$ cat config.mk
export PLATFORM = sky130hd
export DESIGN_NAME = ptp_tod_timer
export DESIGN_NICKNAME = d
export VERILOG_FILES = /design/src/rtl/ptp_tmr_pkg.sv /design/src/rtl/ptp_rst_sync.sv /design/src/rtl/ptp_sync_edge.sv /design/src/rtl/ptp_incr_ctrl.sv /design/src/rtl/ptp_tod_accum.sv /design/src/rtl/ptp_tod_timer.sv
export SDC_FILE = /design/constraint.sdc
export NUM_CORES = 1
export LEC_CHECK = 0
export ABC_AREA = 1
export CAP_MARGIN = 30
export CORE_MARGIN = 5
export CORE_UTILIZATION = 56
export DETAILED_ROUTE_END_ITERATION = 8
export DONT_BUFFER_PORTS = 1
export PLACE_DENSITY = 0.71
export SLEW_MARGIN = 10
export SYNTH_ARGS = -nofsm -noshare
export SYNTH_HDL_FRONTEND = slang
export SYNTH_SLANG_ARGS = --single-unit
$ cat constraint.sdc
create_clock -name clk -period 13.9 [get_ports clk]
set_input_delay 2.78 -clock clk [delete_from_list [all_inputs] [get_ports clk]]
set_output_delay 2.78 -clock clk [all_outputs]
set_load 0.005 [all_outputs]
$ cat src/rtl/ptp_tmr_pkg.sv
package ptp_tmr_pkg;

  localparam int MODE_W = 2;

  typedef enum logic [MODE_W-1:0] {
    ADJ_NONE   = 2'b00,
    ADJ_PHASE  = 2'b01,
    ADJ_COARSE = 2'b10,
    ADJ_FINE   = 2'b11
  } adj_mode_e;

endpackage

$ cat src/rtl/ptp_rst_sync.sv
module ptp_rst_sync #(
  parameter int STAGES = 2
) (
  input  logic clk,
  input  logic rst_n_i,
  output logic rst_n_o
);

  logic [STAGES-1:0] chain_q;
  logic [STAGES-1:0] chain_d;

  always_comb begin
    chain_d = {chain_q[STAGES-2:0], 1'b1};
  end

  always_ff @(posedge clk or negedge rst_n_i) begin
    if (!rst_n_i) begin
      chain_q <= '0;
    end else begin
      chain_q <= chain_d;
    end
  end

  assign rst_n_o = chain_q[STAGES-1];

endmodule

$ cat src/rtl/ptp_sync_edge.sv
module ptp_sync_edge (
  input  logic clk,
  input  logic rst_n,
  input  logic sync_i,
  input  logic arm_i,
  output logic fire_o,
  output logic half_o
);

  logic neg_q;
  logic pos_q;
  logic toggle;
  logic early;

  // sample taken half a period before the rising edge
  always_ff @(negedge clk or negedge rst_n) begin
    if (!rst_n) begin
      neg_q <= 1'b0;
    end else begin
      neg_q <= sync_i;
    end
  end

  always_ff @(posedge clk or negedge rst_n) begin
    if (!rst_n) begin
      pos_q <= 1'b0;
    end else begin
      pos_q <= sync_i;
    end
  end

  always_comb begin
    toggle = sync_i ^ pos_q;
    early  = neg_q ^ pos_q;
    fire_o = toggle & arm_i;
    half_o = fire_o & early;
  end

  AST_SYNC_SETTLED: assert property (@(posedge clk) disable iff (!rst_n)
    (neg_q != pos_q) |-> (sync_i == neg_q));

endmodule

$ cat src/rtl/ptp_incr_ctrl.sv
module ptp_incr_ctrl
  import ptp_tmr_pkg::*;
#(
  parameter int ADJ_W   = 32,
  parameter int FRAC_W  = 32,
  parameter int PHASE_W = 18,
  parameter logic [ADJ_W+FRAC_W-1:0] RESET_INC = '0
) (
  input  logic                      clk,
  input  logic                      rst_n,
  input  logic                      adj_valid_i,
  input  logic [MODE_W-1:0]         adj_mode_i,
  input  logic [ADJ_W-1:0]          adj_value_i,
  input  logic                      drop_i,
  output logic [ADJ_W+FRAC_W-1:0]   inc_eff_o,
  output logic [ADJ_W+FRAC_W-1:0]   inc_base_o,
  output logic [PHASE_W-1:0]        phase_o
);

  localparam int INC_W = ADJ_W + FRAC_W;
  localparam int EXT_W = INC_W - ADJ_W;

  logic              pend_q, pend_d;
  adj_mode_e         pmode_q, pmode_d;
  logic [ADJ_W-1:0]  pval_q, pval_d;
  logic [INC_W-1:0]  inc_q;

  // next-state for the command stage
  always_comb begin
    pend_d  = adj_valid_i & ~drop_i;
    pmode_d = adj_mode_e'(adj_mode_i);
    pval_d  = adj_value_i;
  end

  // effective increment for the current update
  always_comb begin
    inc_eff_o = inc_q;
    phase_o   = '0;
    if (pend_q) begin
      case (pmode_q)
        ADJ_COARSE: inc_eff_o = {pval_q, {FRAC_W{1'b0}}};
        ADJ_FINE:   inc_eff_o = inc_q + {{EXT_W{pval_q[ADJ_W-1]}}, pval_q};
        ADJ_PHASE:  phase_o   = pval_q[PHASE_W-1:0];
        default:    ;
      endcase
    end
  end

  always_ff @(posedge clk or negedge rst_n) begin
    if (!rst_n) begin
      pend_q <= 1'b0;
    end else begin
      pend_q <= pend_d;
    end
  end

  always_ff @(posedge clk or negedge rst_n) begin
    if (!rst_n) begin
      pmode_q <= ADJ_NONE;
      pval_q  <= '0;
    end else if (adj_valid_i) begin
      pmode_q <= pmode_d;
      pval_q  <= pval_d;
    end
  end

  always_ff @(posedge clk or negedge rst_n) begin
    if (!rst_n) begin
      inc_q <= RESET_INC;
    end else if (pend_q) begin
      inc_q <= inc_eff_o;
    end
  end

  assign inc_base_o = inc_q;

  AST_COARSE_FRAC: assert property (@(posedge clk) disable iff (!rst_n)
    (pend_q && pmode_q == ADJ_COARSE) |=> (inc_q[FRAC_W-1:0] == '0));

  AST_COARSE_VALUE: assert property (@(posedge clk) disable iff (!rst_n)
    (pend_q && pmode_q == ADJ_COARSE) |=> (inc_q[INC_W-1:FRAC_W] == $past(pval_q)));

  AST_PHASE_KEEPS_INC: assert property (@(posedge clk) disable iff (!rst_n)
    (pend_q && pmode_q == ADJ_PHASE) |=> $stable(inc_q));

  AST_IDLE_HOLD: assert property (@(posedge clk) disable iff (!rst_n)
    !pend_q |=> $stable(inc_q));

endmodule

$ cat src/rtl/ptp_tod_accum.sv
module ptp_tod_accum #(
  parameter int TOD_W   = 54,
  parameter int FRAC_W  = 32,
  parameter int INC_W   = 64,
  parameter int PHASE_W = 18
) (
  input  logic               clk,
  input  logic               rst_n,
  input  logic               load_i,
  input  logic               half_i,
  input  logic [TOD_W-1:0]   load_value_i,
  input  logic [INC_W-1:0]   inc_eff_i,
  input  logic [INC_W-1:0]   inc_base_i,
  input  logic [PHASE_W-1:0] phase_i,
  output logic [TOD_W-1:0]   tod_o
);

  localparam int ACC_W  = TOD_W + FRAC_W;
  localparam int PEXT_W = ACC_W - PHASE_W - FRAC_W;
  localparam int IEXT_W = ACC_W - INC_W;

  logic [ACC_W-1:0] acc_q, acc_d;
  logic [ACC_W-1:0] step;
  logic [ACC_W-1:0] comp;

  always_comb begin
    step = {{IEXT_W{1'b0}}, inc_eff_i}
         + {{PEXT_W{phase_i[PHASE_W-1]}}, phase_i, {FRAC_W{1'b0}}};
    comp = half_i ? {{IEXT_W{1'b0}}, (inc_base_i >> 1)} : '0;
    if (load_i) begin
      acc_d = {load_value_i, {FRAC_W{1'b0}}} + comp;
    end else begin
      acc_d = acc_q + step;
    end
  end

  always_ff @(posedge clk or negedge rst_n) begin
    if (!rst_n) begin
      acc_q <= '0;
    end else begin
      acc_q <= acc_d;
    end
  end

  assign tod_o = acc_q[ACC_W-1:FRAC_W];

  AST_TOD_STEP: assert property (@(posedge clk) disable iff (!rst_n)
    (!load_i && (phase_i == '0)) |=>
      ((TOD_W'(tod_o - $past(tod_o)) == TOD_W'($past(inc_eff_i[INC_W-1:FRAC_W]))) ||
       (TOD_W'(tod_o - $past(tod_o)) == TOD_W'($past(inc_eff_i[INC_W-1:FRAC_W])) + TOD_W'(1))));

  AST_LOAD_EXACT: assert property (@(posedge clk) disable iff (!rst_n)
    (load_i && !half_i) |=> (tod_o == $past(load_value_i)));

endmodule

$ cat src/rtl/ptp_tod_timer.sv
module ptp_tod_timer
  import ptp_tmr_pkg::*;
#(
  parameter int TOD_W      = 54,
  parameter int FRAC_W     = 32,
  parameter int ADJ_W      = 32,
  parameter int PHASE_W    = 18,
  parameter int RST_STAGES = 2,
  parameter logic [ADJ_W+FRAC_W-1:0] RESET_INC = 64'h0000_0400_0000_0000
) (
  input  logic              clk,
  input  logic              rst_n,
  input  logic              load_arm_i,
  input  logic [TOD_W-1:0]  load_value_i,
  input  logic              load_sync_i,
  input  logic              adj_valid_i,
  input  logic [MODE_W-1:0] adj_mode_i,
  input  logic [ADJ_W-1:0]  adj_value_i,
  output logic [TOD_W-1:0]  tod_o
);

  localparam int INC_W = ADJ_W + FRAC_W;

  logic               rst_n_s;
  logic               load_fire;
  logic               load_half;
  logic [INC_W-1:0]   inc_eff;
  logic [INC_W-1:0]   inc_base;
  logic [PHASE_W-1:0] phase_step;

  ptp_rst_sync #(
    .STAGES (RST_STAGES)
  ) u_rst (
    .clk     (clk),
    .rst_n_i (rst_n),
    .rst_n_o (rst_n_s)
  );

  ptp_sync_edge u_edge (
    .clk    (clk),
    .rst_n  (rst_n_s),
    .sync_i (load_sync_i),
    .arm_i  (load_arm_i),
    .fire_o (load_fire),
    .half_o (load_half)
  );

  ptp_incr_ctrl #(
    .ADJ_W     (ADJ_W),
    .FRAC_W    (FRAC_W),
    .PHASE_W   (PHASE_W),
    .RESET_INC (RESET_INC)
  ) u_incr (
    .clk         (clk),
    .rst_n       (rst_n_s),
    .adj_valid_i (adj_valid_i),
    .adj_mode_i  (adj_mode_i),
    .adj_value_i (adj_value_i),
    .drop_i      (load_fire),
    .inc_eff_o   (inc_eff),
    .inc_base_o  (inc_base),
    .phase_o     (phase_step)
  );

  ptp_tod_accum #(
    .TOD_W   (TOD_W),
    .FRAC_W  (FRAC_W),
    .INC_W   (INC_W),
    .PHASE_W (PHASE_W)
  ) u_acc (
    .clk          (clk),
    .rst_n        (rst_n_s),
    .load_i       (load_fire),
    .half_i       (load_half),
    .load_value_i (load_value_i),
    .inc_eff_i    (inc_eff),
    .inc_base_i   (inc_base),
    .phase_i      (phase_step),
    .tod_o        (tod_o)
  );

endmodule

# After elaboration in Yosys (flattened, before gate mapping)
# Index checks and enable logic that the tools add are counted.
[op_classes]
n_addsub = 4
eq_ne = 3
mux = 6
n_bitwise = 6
[op_table]
columns = ["operator", "count"]
rows = [
  ["adder 86 bit", 2],
  ["case mux 64 bit (2 select lines)", 1],
  ["2-to-1 mux 86 bit", 1],
  ["adder 65 x 50 -> 66 bit", 1],
  ["adder 64 bit", 1],
  ["2-to-1 mux 64 bit", 1],
  ["2-to-1 mux 63 bit", 1],
  ["2-to-1 mux 18 bit", 2],
  ["== test 2 bit, second input constant", 2],
  ["bitwise AND 1 bit", 3],
  ["== test 2 x 1 -> 1 bit, second input constant", 1],
  ["bitwise XOR 1 bit", 2],
  ["inverter 1 bit", 1],
]
[word_totals]
regBits = 189
in_bits = 93
out_inout_bits = 54

# Depth between registers and ports, before layout
# Gate-level depths: netlist of run 1.
[logic_depth]
depth_word = 6
mapped_depth = 43
ltp_nobuf = 43

# Cells and area by module
# From an unflattened synthesis of run 1, not the netlist that was laid out.
[hier_totals]
cells_unflattened = 4622
area_unflattened_um2 = 26421.6
[modules_own_cells]
columns = ["mod", "instances", "cells_per_inst", "area_each_um2", "seq_area_each_um2"]
rows = [
  ["ptp_tod_accum", 1, 2770, 15773.9, 2152.1],
  ["ptp_incr_ctrl", 1, 1836, 10493.8, 2478.6],
  ["ptp_sync_edge", 1, 13, 100.1, 50.0],
  ["ptp_rst_sync", 1, 3, 53.8, 50.0],
]

==> results.toml, run 1 <==
[run_status]
status = "complete, no violations"

[clocking]
tritoncts_clock_tree = "done"
cts_max_level = 4
clkTransAtPathRegs_ns = 0.08
postCtsHoldBufs = 0
setup_fix_bufs_post_cts = 0
worstSkewPairLatency_ns = 0.51
cts_made_buffers = 17
numClockSinks = 189
root_buffer = "sky130_fd_sc_hd__clkbuf_16"
clockBufferDepth = 2
postCtsResizedCells = 0

[yosys]
synth_enable_flop_cells = 0
synth-seq-cells = 189
ys.flop_type = "sky130_fd_sc_hd__dfrtp_1"
async_flop_share_pct = 100.0
syn_inst = 4261
synth.avg_cell_area_um2 = 5.923
synth_warnings = 0
synth_cell_types = 60
proportion_of_synthesized_chip_area_in_sequential_cells_pct = 18.74
synthesis.nets = 4570
syn-cell-area_um2 = 25240

[power]
pwr-share-comb_pct = 69.1
power.leakage_nw = 13.14
power.switching_w = 0.002880
power.share.switching_pct = 58.91
power.internal_w = 0.002009
power_w = 0.004888
irDropWorstVdd_mv = 0.1726
power.share.clock_pct = 10.9
power_per_cell_area_nw_per_um2 = 187.2
power.sequential.fraction_pct = 20.0

[sta]
final_tns_setup_ns = 0
hold_viol = 0
setup_repair_after_global_routing_missed_its_margin = "false"
max_slew.worst_pin.slew_ns = 0.9535
fin_worst_hold_slack_ns = 0.2601
clock_skew_ns = 0.06221
total_of_endpoints_with_negative_setup_slack_in_the_final_report = 0
slew_viols_final = 0
relSlewSlack_pct = 36.43
final_critical_path_setup_slack_ns = 3.367

[global_routing]
grt_pass1_vias = 26090
grt_max_degree = 122
grt_use_met3_pct = 18.37
grt_busiest_layer = "met2"
grt_first_pass_wirelength_um = 159300
groute.usage.overall_pct = 42.12
antenna_violations_before_repair = 3
grt_overflow = 0
met1_track_usage_gr_pct = 57.11
gr_layer_usage_met2_pct = 60.69

[layout]
area_growth_from_synthesis_to_layout_pct = 3.451
finalCoreUtilization_pct = 58.79
nNetsFinal = 4492
layout.filler_cells = 4657
drive_above_1_share_pct = 5.720
n_antenna_cell = 0

[worst_setup_path]
critPathMostFrequentCell = "sky130_fd_sc_hd__nand2_1"
arrival_ns = 10.90
crit_type = "reg2reg"
crit_slowest_cell = "sky130_fd_sc_hd__nand2_2"
critPathMaxFanout = 31
cp_data_required_time_ns = 14.27
critPathLaunchType = "register"
timing.rr.start = "u_edge.neg_q$_DFF_NN0_"
worst_r2r_endpoint = "u_acc.acc_q[76]$_DFF_PN0_"
biggest_cell_delay_along_the_critical_path_ns = 0.41
timing.critical_path.to_type = "register"
path_cells = "xor2_1 > nand2_2 > nor2_1 > ha_1 > inv_1 > fa_1 > inv_1 > nand2_1 > o21ai_2 > a21oi_2 > o21ai_2 > nand2_1 > nand2_2 > nand2_2 > nor2_1 > nand2_1 > nand3_1 > nand2_1"
slack_of_the_worst_reg_to_reg_path_ns = 3.37
r2r.worst_path.cells = 18

[floorplan]
floorplan.initialDensity_pct = 56.82
die_w_um = 222.3
floorplan_core_area_um2 = 44410
boundaryPins = 147
dieHeight_um = 222.3
die-area_um2 = 49410
site_row_count = 77

[placement]
post-dp-hpwl_um = 91080
place_ws_ns = 3.418
io_buffer_count = 0
routabilityCongestion = 1.089

[routing]
drt_first_pass_iters = 8
drc = 0
viasPerCell = 6.000
vias = 28730
aggregate_routed_wire_length_um = 107700
first_drt_iteration_drcs = 3739
drt-wirelength-per-cell_um = 22.49
route.antenna.remaining_nets = 0

[run]
timing.max_cap.violations = 0

[min_path]
worst_hold_path_type = "reg2async"
layer usage:
metal | share of wire, % | wire (um) | vias to the layer above
met3 | 15 | 16120 | 236
met2 | 40 | 43380 | 1536
met4 | 3.4 | 3679 | 6
li1 | - | - | 13770
met1 | 41 | 44480 | 13180
met5 | 0.038 | 41 | -
worst max path at each step:
stage / start / to / slack (ns) / cells after the start
after global placement: u_edge.neg_q$_DFF_NN0_ / u_acc.acc_q[76]$_DFF_PN0_ / 3.47 / 18
after floorplan: u_rst.chain_q[1]$_DFF_PN0_ / u_edge.neg_q$_DFF_NN0_ / 1.48 / 0
after global routing: u_edge.neg_q$_DFF_NN0_ / u_acc.acc_q[76]$_DFF_PN0_ / 3.07 / 18
after detailed placement: u_edge.neg_q$_DFF_NN0_ / u_acc.acc_q[76]$_DFF_PN0_ / 3.42 / 18
final: u_edge.neg_q$_DFF_NN0_ / u_acc.acc_q[76]$_DFF_PN0_ / 3.37 / 18
after CTS: u_edge.neg_q$_DFF_NN0_ / u_acc.acc_q[76]$_DFF_PN0_ / 3.47 / 18
layout by cell type (no fill, tap or decap), types with 35 or more instances in the layout:
| master | n |
|---|---|
| sky130_fd_sc_hd__nand4_1 | 35 |
| sky130_fd_sc_hd__nor3_1 | 39 |
| sky130_fd_sc_hd__nand2_2 | 47 |
| sky130_fd_sc_hd__o22ai_1 | 77 |
| sky130_fd_sc_hd__inv_1 | 583 |
| sky130_fd_sc_hd__o21ai_0 | 252 |
| sky130_fd_sc_hd__a21oi_1 | 400 |
| sky130_fd_sc_hd__xor2_1 | 39 |
| sky130_fd_sc_hd__nor2_1 | 555 |
| sky130_fd_sc_hd__nand2_1 | 1135 |
| sky130_fd_sc_hd__dfrtp_1 | 186 |
| sky130_fd_sc_hd__ha_1 | 212 |
| sky130_fd_sc_hd__nand3_1 | 212 |
sequential cells by signal, summed over array words and instances (netlist names):
| name | count |
|---|---|
| u_incr.inc_base_o | 64 |
| u_incr.pmode_q | 2 |
| u_rst.chain_q | 2 |
| u_incr.pend_q | 1 |
| u_edge.neg_q | 1 |
| u_edge.pos_q | 1 |
| u_acc.acc_q | 86 |
| u_incr.pval_q | 32 |
metrics by stage:
| step | instance area (um^2) | instances |
|---|---|---|
| 5_1_grt | 26110 | 4788 |
| 3_5_place_dp | 25460 | 4754 |
| 6_report | 26110 | 4788 |
| 4_1_cts | 26060 | 4786 |
| 2_1_floorplan | 25240 | 4261 |
| 3_3_place_gp | 25460 | 4754 |
cells by family after synthesis:
| logic type | Yosys count | synth area share (%) |
|---|---|---|
| buffers and inverters | 731 | 11.74 |
| flip-flops | 189 | 18.74 |
| XOR/XNOR | 63 | 2.186 |
| AND/OR/NAND/NOR | 2139 | 35.82 |
| AO/OA/AOI/OAI | 922 | 20.66 |
| other | 1 | 0.01486 |
| adder cells (fa/ha/maj) | 216 | 10.83 |
power groups by stage:
stage	combinational, W	clock (W)	sequential (W)
floorplan	0.00235	0	0.000833
global placement	0.00319	0	0.000972
detailed placement	0.00321	0	0.000973
CTS	0.00323	0.000532	0.000964
global route	0.00367	0.000554	0.000985
finish	0.00338	0.000533	0.000977
cells in the mapped netlist (all sizes together) (5+ instances only):
library cell | count | area [um^2]
a22oi | 9 | 67.56
nand2 | 1185 | 4586
a21boi | 8 | 60.06
o211ai | 5 | 47.54
xnor2 | 24 | 210.2
nor3 | 51 | 321.6
o21bai | 28 | 210.2
ha | 212 | 2653
a31oi | 5 | 31.28
nand3b | 21 | 168.9
or2 | 6 | 37.54
clkbuf | 49 | 183.9
o22ai | 77 | 481.7
nand3 | 234 | 1281
nor4 | 7 | 43.79
nand4 | 35 | 219.0
and2 | 5 | 31.28
a21o | 22 | 165.2
inv | 617 | 2316
dfrtp | 187 | 4679
o21a | 13 | 97.59
nor2 | 590 | 2315
a221oi | 31 | 271.5
o21ai | 302 | 1590
xor2 | 39 | 341.6
buf | 62 | 451.7
a21oi | 411 | 2098
area by class of cell:
cell class | instances | area [um^2] | share of cell area, %
clock inverter | 11 | 131.4 | 0.5032
timing repair buffer | 14 | 150.1 | 0.5751
inverter | 620 | 2327 | 8.914
tap | 592 | 740.7 | 2.837
clock buffer | 21 | 470.5 | 1.802
multi-input combinational | 3341 | 17550 | 67.24
sequential | 189 | 4735 | 18.13
critical path, delay by kind of cell, from the launching register on:
| family | cells | cell delay (ns) |
|---|---|---|
| flops | 1 | 0.40 |
| simple gates | 10 | 1.38 |
| buf+inv | 2 | 0.27 |
| compound gates | 3 | 0.47 |
| xor+xnor | 1 | 0.22 |
| fa+ha+maj | 2 | 0.73 |
No activity file was read; power rests on OpenSTA's default activity.
==> run 2: changes to the inputs <==
--- a/config.mk
+++ b/config.mk
@@ -5,13 +5,13 @@
 export SDC_FILE = /design/constraint.sdc
 export NUM_CORES = 1
 export LEC_CHECK = 0
-export ABC_AREA = 1
+export ABC_AREA = 0
 export CAP_MARGIN = 30
 export CORE_MARGIN = 5
 export CORE_UTILIZATION = 56
 export DETAILED_ROUTE_END_ITERATION = 8
 export DONT_BUFFER_PORTS = 1
-export PLACE_DENSITY = 0.71
+export PLACE_DENSITY = 0.74
 export SLEW_MARGIN = 10
 export SYNTH_ARGS = -nofsm -noshare
 export SYNTH_HDL_FRONTEND = slang
==> constraint.sdc (replaced) <==
create_clock -name clk -period 8.9 [get_ports clk]
set_input_delay 1.78 -clock clk [delete_from_list [all_inputs] [get_ports clk]]
set_output_delay 1.78 -clock clk [all_outputs]
set_load 0.005 [all_outputs]
==> run 2 against run 1 <==
Sequential share of layout area rose by 4.2 points. Area after synthesis decreased by 18%. Sequential power grew 68%. Synthesized cell count decreased by 38%. Global-route usage fell by 10 points. Clock-buffer cell count shrank 4. Final cell count is 37% lower. Clock skew shrank 0.017 ns. Largest power group unchanged.
==> results.toml, run 2 <==
[run_status]
status = "complete, no violations"

[yosys]
ys.flop_type = "sky130_fd_sc_hd__dfrtp_1"
synth.most_common_cell = "sky130_fd_sc_hd__a21oi_1"
async_flop_share_pct = 100.0
synth.top_cells.by_area = "sky130_fd_sc_hd__dfrtp_1 23%, sky130_fd_sc_hd__ha_1 13%, sky130_fd_sc_hd__a21oi_1 7.8%, sky130_fd_sc_hd__o21ai_0 5.7%, sky130_fd_sc_hd__nand2_1 4.7%"
synthesis.nets = 2947
synth_cell_types = 96
synth_warnings = 0
netlist.area_leader.share_pct = 22.65
synth.cells.most_frequent = "320 x sky130_fd_sc_hd__a21oi_1, 260 x sky130_fd_sc_hd__nand2_1, 236 x sky130_fd_sc_hd__o21ai_0, 212 x sky130_fd_sc_hd__ha_1, 187 x sky130_fd_sc_hd__dfrtp_1"
syn_inst = 2638
cell_taking_the_most_area_after_synthesis = "sky130_fd_sc_hd__dfrtp_1"
synth.avg_cell_area_um2 = 7.833
synth-seq-cells = 189
proportion_of_synthesized_chip_area_in_sequential_cells_pct = 22.90
synth_enable_flop_cells = 0
syn-cell-area_um2 = 20660

[routing]
drt_first_pass_iters = 6
viasPerCell = 6.543
vias = 19580
drc = 0
aggregate_routed_wire_length_um = 67550
drt-wirelength-per-cell_um = 22.57
first_drt_iteration_drcs = 2105
route.antenna.remaining_nets = 0

[clocking]
worstSkewPairLatency_ns = 0.47
cts_max_level = 4
clockBufferDepth = 2
root_buffer = "sky130_fd_sc_hd__clkbuf_16"
numClockSinks = 189
clkTransAtPathRegs_ns = 0.09
tritoncts_clock_tree = "done"
cts_made_buffers = 17

[sta]
setup_repair_after_global_routing_missed_its_margin = "false"
total_of_endpoints_with_negative_setup_slack_in_the_final_report = 0
relSlewSlack_pct = 43.58
fin_worst_hold_slack_ns = 0.3417
slew_viols_final = 0
hold_viol = 0
clock_skew_ns = 0.04471
final_tns_setup_ns = 0
max_slew.worst_pin.slew_ns = 0.8463

[floorplan]
floorplan_core_area_um2 = 36520
die_w_um = 202.1
site_row_count = 70
die-area_um2 = 40840
boundaryPins = 147
dieHeight_um = 202.1
floorplan.initialDensity_pct = 56.57

[worst_setup_path]
critPathLaunchType = "register"
timing.critical_path.to_type = "register"
crit_type = "reg2reg"
critPathMaxFanout = 29
cp_data_required_time_ns = 9.21
arrival_ns = 9.00

[power]
power_per_cell_area_nw_per_um2 = 376.3
irDropWorstVdd_mv = 0.1622
power.leakage_nw = 9.689

[global_routing]
grt_first_pass_wirelength_um = 103700
antenna_violations_before_repair = 8
grt_pass1_vias = 18300
grt_max_degree = 72
groute.usage.overall_pct = 31.98
grt_overflow = 0

[placement]
routabilityCongestion = 1.015
post-dp-hpwl_um = 54340
io_buffer_count = 0

[layout]
top_register_by_number_of_flip_flops = "u_acc.acc_q"
layout.cells.most_common_list = "318 x sky130_fd_sc_hd__a21oi_1, 258 x sky130_fd_sc_hd__nand2_1, 234 x sky130_fd_sc_hd__o21ai_0"
final_common_cell = "sky130_fd_sc_hd__a21oi_1"
area_growth_from_synthesis_to_layout_pct = 2.719
nNetsFinal = 2816
max_ffs_per_register = 86
drive_above_1_share_pct = 6.111

[run]
timing.max_cap.violations = 0

[min_path]
worst_hold_path_type = "reg2async"
==> run 2: metal layers <==
layer | global-route usage [%] | wire, um | vias up
met2 | 47.97 | 28710 | 886
met4 | 11.50 | 2510 | 8
met3 | 7.637 | 6436 | 124
met5 | 0 | 41 | -
li1 | - | - | 9282
met1 | 45.06 | 29850 | 9283
==> run 2: cell families after synthesis <==
| group | share of synthesized area (%) |
|---|---|
| other cells | 0.01815 |
| simple gates | 18.23 |
| flops | 22.90 |
| compound gates | 27.87 |
| xor+xnor | 8.690 |
| fa+ha+maj | 13.23 |
| mux | 2.816 |
| buf+inv | 6.255 |
==> run 2: cell type report <==
class	instances	area, um^2
Antenna cell	5	12.51
Clock buffer	17	425.4
Clock inverter	15	193.9
Fill cell	3345	15300
Inverter	79	296.5
Multi-Input combinational cell	2190	14750
Sequential cell	189	4735
Tap cell	468	585.6
Timing Repair Buffer	30	225.2
==> run 2: worst max-delay path, stage by stage (launching register included) <==
cell	delay (ns)
sky130_fd_sc_hd__dfrtn_1	0.35
sky130_fd_sc_hd__xnor2_1	0.27
sky130_fd_sc_hd__nor2_4	0.08
sky130_fd_sc_hd__buf_4	0.21
sky130_fd_sc_hd__and2_1	0.18
sky130_fd_sc_hd__ha_1	0.31
sky130_fd_sc_hd__a21oi_1	0.12
sky130_fd_sc_hd__o21a_1	0.22
sky130_fd_sc_hd__o31ai_1	0.45
sky130_fd_sc_hd__a41o_1	0.36
sky130_fd_sc_hd__a32o_1	0.24
sky130_fd_sc_hd__o21ai_1	0.09
sky130_fd_sc_hd__buf_4	0.18
sky130_fd_sc_hd__a211oi_1	0.51
sky130_fd_sc_hd__a21boi_0	0.18
sky130_fd_sc_hd__nor3b_1	0.28
sky130_fd_sc_hd__a21oi_1	0.09
==> run 2: where the power goes <==
part           internal [W]  switching (W)  total, W
registers           0.00122       0.000420   0.00164
clock network      0.000409       0.000429  0.000838
logic               0.00209        0.00342   0.00551
==> run 2: path summary, 6_finish.rpt <==
kind | depth (start not counted) | slack [ns] | from | to
max | 16 | 0.21 | u_edge.neg_q$_DFF_NN0_ | u_acc.acc_q[79]$_DFF_PN0_
min | 0 | 0.34 | u_rst.chain_q[1]$_DFF_PN0_ | u_incr.inc_base_o[39]$_DFFE_PN0P_
max reg2reg | 16 | 0.21 | u_edge.neg_q$_DFF_NN0_ | u_acc.acc_q[79]$_DFF_PN0_
min reg2reg | 0 | 0.34 | u_rst.chain_q[1]$_DFF_PN0_ | u_incr.inc_base_o[39]$_DFFE_PN0P_
max in group asynchronous | 0 | 3.77 | u_rst.chain_q[1]$_DFF_PN0_ | u_edge.neg_q$_DFF_NN0_
min in group clk | 0 | 0.36 | u_rst.chain_q[0]$_DFF_PN0_ | u_rst.chain_q[1]$_DFF_PN0_
==> run 2: per-stage QoR <==
step                area (um^2)  worst slack (ns)  power, W  util (%)  instances
floorplan                 20660            0.8173  0.005736         -       2638
global placement          20510            0.3003  0.006873     56.15       2956
detailed placement        20510            0.2247  0.006926     56.15       2956
CTS                       21130            0.1787  0.007799     57.85       2988
global route              21220          0.003048  0.008583     58.10       2991
finish                    21220            0.2106  0.007988     58.11       2993
==> run 2: timing repair <==
| item | 4_1_cts | 5_1_grt |
|---|---|---|
| setup buffers | 0 | 0 |
| endpoints found under the setup margin | 0 | 23 |
| hold buffers | 0 | 0 |
| resized for setup | 0 | 24 |
